$ cat src/rtl/sar_pkg.sv
package sar_pkg;
  localparam int unsigned DLY_W = 6;
  localparam int unsigned CH_W  = 3;

  localparam logic [1:0] OFF_DATA = 2'd0;
  localparam logic [1:0] OFF_STAT = 2'd1;
  localparam logic [1:0] OFF_CTRL = 2'd2;
  localparam logic [1:0] OFF_DLY  = 2'd3;

  localparam int unsigned CTRL_PWR = 3;
  localparam int unsigned CTRL_IEN = 5;
  localparam int unsigned CTRL_IST = 6;

  typedef enum logic [1:0] {
    ST_IDLE   = 2'd0,
    ST_SETTLE = 2'd1,
    ST_CONV   = 2'd2
  } seq_st_e;
endpackage

$ cat src/rtl/sar_search.sv
module sar_search #(
  parameter int unsigned RES_W = 10
) (
  input  logic             clk_i,
  input  logic             rst_ni,
  input  logic             load_i,
  input  logic             step_i,
  input  logic             cmp_i,
  output logic [RES_W-1:0] trial_o,
  output logic             last_o,
  output logic [RES_W-1:0] result_o
);
  localparam logic [RES_W-1:0] MSB_ONE = {1'b1, {(RES_W-1){1'b0}}};

  logic [RES_W-1:0] acc_q, mask_q;

  assign trial_o  = acc_q | mask_q;
  assign last_o   = mask_q[0];
  assign result_o = cmp_i ? (acc_q | mask_q) : acc_q;

  always_ff @(posedge clk_i or negedge rst_ni) begin
    if (!rst_ni) begin
      acc_q  <= '0;
      mask_q <= '0;
    end else if (load_i) begin
      acc_q  <= '0;
      mask_q <= MSB_ONE;
    end else if (step_i) begin
      if (cmp_i) acc_q <= acc_q | mask_q;
      mask_q <= mask_q >> 1;
    end
  end
endmodule

$ cat src/rtl/sar_fsm.sv
module sar_fsm
  import sar_pkg::*;
(
  input  logic            clk_i,
  input  logic            rst_ni,
  input  logic            ctrl_wr_i,
  input  logic            wr_pwr_i,
  input  logic [CH_W-1:0] wr_chan_i,
  input  logic [DLY_W-1:0] dly_i,
  input  logic            last_i,
  output logic            busy_o,
  output logic            start_o,
  output logic            step_o,
  output logic            done_o,
  output logic [CH_W-1:0] chan_o
);
  seq_st_e          st_q;
  logic [DLY_W-1:0] cnt_q;
  logic [CH_W-1:0]  chan_q;
  logic             abort, arm;

  assign abort   = ctrl_wr_i && !wr_pwr_i;
  assign arm     = ctrl_wr_i && wr_pwr_i && (st_q == ST_IDLE);
  assign busy_o  = (st_q != ST_IDLE);
  assign start_o = (st_q == ST_SETTLE) && (cnt_q == '0) && !abort;
  assign step_o  = (st_q == ST_CONV) && !abort;
  assign done_o  = step_o && last_i;
  assign chan_o  = chan_q;

  always_ff @(posedge clk_i or negedge rst_ni) begin
    if (!rst_ni) begin
      st_q   <= ST_IDLE;
      cnt_q  <= '0;
      chan_q <= '0;
    end else if (abort) begin
      st_q <= ST_IDLE;
    end else begin
      unique case (st_q)
        ST_IDLE: if (arm) begin
          st_q   <= ST_SETTLE;
          cnt_q  <= dly_i;
          chan_q <= wr_chan_i;
        end
        ST_SETTLE: begin
          if (cnt_q == '0) st_q <= ST_CONV;
          else             cnt_q <= cnt_q - 1'b1;
        end
        ST_CONV: if (last_i) st_q <= ST_IDLE;
        default: st_q <= ST_IDLE;
      endcase
    end
  end
endmodule

$ cat src/rtl/sar_regs.sv
module sar_regs
  import sar_pkg::*;
#(
  parameter int unsigned RES_W  = 10,
  parameter int unsigned DATA_W = 32
) (
  input  logic              clk_i,
  input  logic              rst_ni,
  input  logic              wr_i,
  input  logic [3:0]        addr_i,
  input  logic [DATA_W-1:0] wdata_i,
  input  logic              busy_i,
  input  logic              done_i,
  input  logic [RES_W-1:0]  result_i,
  output logic [DATA_W-1:0] rdata_o,
  output logic              ctrl_wr_o,
  output logic              pwr_o,
  output logic              ien_o,
  output logic              ist_o,
  output logic [CH_W-1:0]   chan_o,
  output logic [DLY_W-1:0]  dly_o
);
  logic [RES_W-1:0] data_q;
  logic             dly_wr;

  assign ctrl_wr_o = wr_i && (addr_i[3:2] == OFF_CTRL);
  assign dly_wr    = wr_i && (addr_i[3:2] == OFF_DLY);

  always_ff @(posedge clk_i or negedge rst_ni) begin
    if (!rst_ni) begin
      pwr_o  <= 1'b0;
      ien_o  <= 1'b0;
      chan_o <= '0;
      dly_o  <= '0;
      data_q <= '0;
      ist_o  <= 1'b0;
    end else begin
      if (ctrl_wr_o) begin
        pwr_o  <= wdata_i[CTRL_PWR];
        ien_o  <= wdata_i[CTRL_IEN];
        chan_o <= wdata_i[CH_W-1:0];
      end
      if (dly_wr) dly_o <= wdata_i[DLY_W-1:0];
      if (done_i) data_q <= result_i;
      if (done_i)         ist_o <= 1'b1;
      else if (ctrl_wr_o) ist_o <= 1'b0;
    end
  end

  always_comb begin
    rdata_o = '0;
    unique case (addr_i[3:2])
      OFF_DATA: rdata_o[RES_W-1:0] = data_q;
      OFF_STAT: rdata_o[0]         = busy_i;
      OFF_CTRL: begin
        rdata_o[CTRL_IST] = ist_o;
        rdata_o[CTRL_IEN] = ien_o;
        rdata_o[CTRL_PWR] = pwr_o;
        rdata_o[CH_W-1:0] = chan_o;
      end
      default:  rdata_o[DLY_W-1:0] = dly_o;
    endcase
  end
endmodule

$ cat src/rtl/sar_seq_ctrl.sv
module sar_seq_ctrl
  import sar_pkg::*;
#(
  parameter int unsigned RES_W = 10
) (
  input  logic             clk_i,
  input  logic             rst_ni,
  input  logic             reg_wr_i,
  input  logic [3:0]       reg_addr_i,
  input  logic [31:0]      reg_wdata_i,
  output logic [31:0]      reg_rdata_o,
  output logic             adc_pwr_o,
  output logic [2:0]       adc_chan_o,
  output logic             adc_start_o,
  output logic [RES_W-1:0] adc_trial_o,
  input  logic             adc_cmp_i,
  output logic             irq_o
);
  logic             ctrl_wr, irq_en, irq_stat, busy, step, done, last;
  logic [CH_W-1:0]  reg_chan;
  logic [DLY_W-1:0] dly;
  logic [RES_W-1:0] result;

  sar_regs #(.RES_W(RES_W), .DATA_W(32)) u_regs (
    .clk_i     (clk_i),
    .rst_ni    (rst_ni),
    .wr_i      (reg_wr_i),
    .addr_i    (reg_addr_i),
    .wdata_i   (reg_wdata_i),
    .busy_i    (busy),
    .done_i    (done),
    .result_i  (result),
    .rdata_o   (reg_rdata_o),
    .ctrl_wr_o (ctrl_wr),
    .pwr_o     (adc_pwr_o),
    .ien_o     (irq_en),
    .ist_o     (irq_stat),
    .chan_o    (reg_chan),
    .dly_o     (dly)
  );

  sar_fsm u_fsm (
    .clk_i     (clk_i),
    .rst_ni    (rst_ni),
    .ctrl_wr_i (ctrl_wr),
    .wr_pwr_i  (reg_wdata_i[CTRL_PWR]),
    .wr_chan_i (reg_wdata_i[CH_W-1:0]),
    .dly_i     (dly),
    .last_i    (last),
    .busy_o    (busy),
    .start_o   (adc_start_o),
    .step_o    (step),
    .done_o    (done),
    .chan_o    (adc_chan_o)
  );

  sar_search #(.RES_W(RES_W)) u_search (
    .clk_i    (clk_i),
    .rst_ni   (rst_ni),
    .load_i   (adc_start_o),
    .step_i   (step),
    .cmp_i    (adc_cmp_i),
    .trial_o  (adc_trial_o),
    .last_o   (last),
    .result_o (result)
  );

  assign irq_o = irq_stat && irq_en;
endmodule

$ cat config.mk
export PLATFORM = sky130hd
export DESIGN_NAME = sar_seq_ctrl
export DESIGN_NICKNAME = d
export VERILOG_FILES = /design/src/rtl/sar_pkg.sv /design/src/rtl/sar_search.sv /design/src/rtl/sar_fsm.sv /design/src/rtl/sar_regs.sv /design/src/rtl/sar_seq_ctrl.sv
export SDC_FILE = /design/constraint.sdc
export NUM_CORES = 1
export LEC_CHECK = 0
export ABC_CLOCK_PERIOD_IN_PS = 3000
export BUFFER_PORTS_ARGS = -buffer_cell sky130_fd_sc_hd__buf_2
export CELL_PAD_IN_SITES_DETAIL_PLACEMENT = 0
export CELL_PAD_IN_SITES_GLOBAL_PLACEMENT = 1
export CORE_ASPECT_RATIO = 0.6
export CORE_MARGIN = 5
export CORE_UTILIZATION = 42
export DETAILED_ROUTE_END_ITERATION = 6
export PLACE_DENSITY = 0.89
export SYNTH_ARGS = -nofsm -noshare
export SYNTH_HDL_FRONTEND = slang
export SYNTH_HIERARCHICAL = 1
export SYNTH_SLANG_ARGS = --single-unit
$ cat constraint.sdc
create_clock -name clk_i -period 3 [get_ports clk_i]
set_input_delay 0.45 -clock clk_i [delete_from_list [all_inputs] [get_ports clk_i]]
set_output_delay 0.45 -clock clk_i [all_outputs]
set_load 0.1 [all_outputs]
==> results.sh <==
export IMPL_outcome="finished, final reports clean"
export IMPL_area_growth_pct=9.404
export IMPL_path_clk_slew_ps=100
export IMPL_cp_cell_sequence="or2_2, mux4_2, buf_2"
export IMPL_end_kind="primary output"
export IMPL_crit_arrival_ps=1890
export IMPL_min_period_ps=2343
export IMPL_crit_slowest_cell="dfrtp_1"
export IMPL_critPathMaxFanout=6
export IMPL_antenna_found_initial=0
export IMPL_yosys_top_cells_count="dfrtp_1, nor2_1, mux2_2"
export IMPL_synth_edf_count=0
export IMPL_drt_antenna_violating_nets=0
export IMPL_clkLatencyLatePin_ps=310
export IMPL_worstPathRequired_ps=2550
export IMPL_synth_top_area_cell="dfrtp_1"
export IMPL_totalWireLength_mm=5.833
export IMPL_start_util=0.4258
export IMPL_die_area_mm2=0.008437
export IMPL_fmax_ghz=0.4268
export IMPL_chipHeight_um=73.18
export IMPL_leakage_uw=0.001595
export IMPL_p_sw_frac=0.5475
export IMPL_htreeDepth=2
export IMPL_vias=1863
export IMPL_fillers=613
export IMPL_worstMarginPinSlew_ps=642.0
export IMPL_synth_seq_cells=53
export IMPL_synthCells=246
export IMPL_dpl_cell_area_mm2=0.002972
export IMPL_crit_buf_inv=1
export IMPL_synth_ff_type="dfrtp_1"
export IMPL_peakVddDrop_v=0.0006716
export IMPL_hold_viol_final=0
export IMPL_numCtsBuffers=5
export IMPL_grt_first_pass_wirelength_mm=9.487
export IMPL_finClkSkew_ps=13.15
export IMPL_final_area_mm2=0.003057
export IMPL_drv_cap=0
export IMPL_grt_pass1_vias=1854
export IMPL_setup_viol=0
export IMPL_num_io_pins=88
export IMPL_tritoncts="done"
export IMPL_hpwl_mm=4.349
export IMPL_first_iter_violations=80
export IMPL_p_int_uw=1553
export IMPL_gp_congestion=0.8289
export IMPL_rows=23
export IMPL_rsz0062_at_grt="no"
export IMPL_avgSynthCellArea_um2=11.36
export IMPL_dr_pass1_iters=4
export IMPL_cts_resized=0
export IMPL_drive_above_1_share=0.3630
export IMPL_p_clk_frac=0.116
export IMPL_p_seq_frac=0.328
export IMPL_synth_area_mm2=0.002794
export IMPL_cts_setup_buffers=0
export IMPL_async_flop_share=1.000
export IMPL_yosysWarnings=6
export IMPL_die_w_um=115.3
export IMPL_fin_util=0.4659
export IMPL_yosysMostFrequentCell="dfrtp_1"
export IMPL_drc=0
export IMPL_drv_slew=0
export IMPL_cp_top_family="flip-flops"
export IMPL_slew_headroom=0.5711
export IMPL_startpoint_type="flip-flop"
export IMPL_io_buffers=37
export IMPL_routed_via_density=5.063
export IMPL_wl_per_cell_um=15.85
export IMPL_switchingPower_uw=1879
export IMPL_cts_buffer_depth=2
export IMPL_crit_type="flip-flop to primary output"
export IMPL_n_antenna_cell=0
export IMPL_cellPowerDensity_mw_per_mm2=1123
export IMPL_cts_hold_buf=0
export IMPL_clock_sinks=53
export IMPL_grt_usage=0.1458
export IMPL_synth_cell_types=44
export IMPL_hold_path_class="input port to asynchronous set/reset pin"
export IMPL_timing_final_crit_share=0.7810
export IMPL_clockRootBuffer="clkbuf_8"
export IMPL_core_area_mm2=0.006561
export IMPL_synth_seq_area_share=0.4747
export IMPL_tns_ps=0
export IMPL_grt_overflow=0
export IMPL_combinationalPowerShare=0.556
export IMPL_synth_top_cell_area_share=0.4747
export IMPL_nNetsFinal=323
export IMPL_critPathMaxStageDelay_ps=460
export IMPL_grt_max_degree=36
export IMPL_synth_top_cells_by_area="dfrtp_1, mux2_2, buf_4"
-- flip-flops by register name, indices dropped and copies added (netlist names) --
name             cells
u_fsm/cnt_q          6
u_regs/ien_o         1
u_regs/pwr_o         1
u_search/mask_q     10
u_search/acc_q      10
u_fsm/chan_o         3
u_regs/ist_o         1
u_regs/dly_o         6
u_regs/data_q       10
u_fsm/st_q           2
u_regs/chan_o        3
-- placed cells by master, fill, tap and decap left out, types with 2 or more instances in the layout --
cell type / n
nand2b_1: 2
buf_2: 36
dfrtp_1: 53
and2_1: 5
o22ai_1: 2
ha_1: 2
conb_1: 22
mux2i_1: 11
a31oi_1: 15
nor3_2: 2
or2_2: 11
mux2_2: 27
nand2_1: 6
inv_1: 6
o211ai_1: 2
a21o_1: 12
a22o_1: 4
buf_4: 3
clkbuf_8: 5
nor2_1: 29
a21oi_1: 2
-- logic make-up (layout without fill, tap and decap cells) --
family                     count (synthesis)  in the layout  synth area share
and+or+nand+nor                           68             68            0.1460
DFF                                       53             53            0.4747
AOI/OAI and AO/OA                         43             43            0.1142
muxes                                     40             40            0.1617
buffers and inverters                     39             53           0.09314
adders and majority gates                  2              2          0.008955
other                                      1             22          0.001342
-- per-layer routing --
layer / vias to the layer above / wire length (µm) / track usage
met5: - / 0 / 0
met4: 0 / 42 / 0.03906
met3: 4 / 349 / 0.04888
met2: 37 / 2544 / 0.2032
met1: 935 / 2897 / 0.2153
li1: 887 / - / -
-- final timing paths --
check / to / slack, ps / depth (start not counted) / from
setup / recovery: reg_rdata_o[0] / 660 / 3 / u_fsm/st_q[1]$_DFFE_PN0P_
hold / removal: u_search/mask_q[4]$_DFFE_PN0P_ / 70 / 1 / rst_ni
setup reg to reg: u_regs/data_q[5]$_DFFE_PN0P_ / 1260 / 4 / u_fsm/st_q[0]$_DFFE_PN0P_
hold reg to reg: u_fsm/chan_o[0]$_DFFE_PN0P_ / 510 / 1 / u_fsm/chan_o[0]$_DFFE_PN0P_
max in group asynchronous: u_regs/data_q[2]$_DFFE_PN0P_ / 2120 / 2 / rst_ni
min in group clk_i: u_regs/dly_o[4]$_DFFE_PN0P_ / 370 / 2 / reg_wdata_i[4]
-- final cells by class --
class | instances | area (µm²) | area share
tap | 87 | 108.9 | 0.03561
clock inverter | 2 | 16.27 | 0.005321
multi-input combinational | 175 | 1291 | 0.4224
inverter | 6 | 22.52 | 0.007368
sequential | 53 | 1326 | 0.4339
timing repair buffer | 40 | 222.7 | 0.07286
clock buffer | 5 | 68.82 | 0.02251
-- worst reg2reg max path: cells and delay by family (launching register included) --
family,cells,cell delay [ps]
flip-flops,1,450
AND/OR/NAND/NOR,3,770
multiplexers,1,400
-- metrics by stage --
step / cells / worst slack, ps / hold slack, ps / power, µW
floorplan: 267 / 225.9 / 154.4 / 2774
global placement: 361 / 727.1 / 415.6 / 3011
detailed placement: 361 / 701.9 / 414.4 / 3054
CTS: 368 / 642.5 / 69.11 / 3460
global route: 368 / 580.6 / 81.42 / 3622
finish: 368 / 656.9 / 68.06 / 3432
-- power by group through the flow --
stage	logic, µW	clock network, µW	registers [µW]
4_1_cts	1920	416	1120
3_3_place_gp	1890	0	1120
5_1_grt	2010	450	1160
3_5_place_dp	1920	0	1140
6_report	1910	398	1130
2_1_floorplan	1530	0	1240
(Power assumes the default switching activity.)
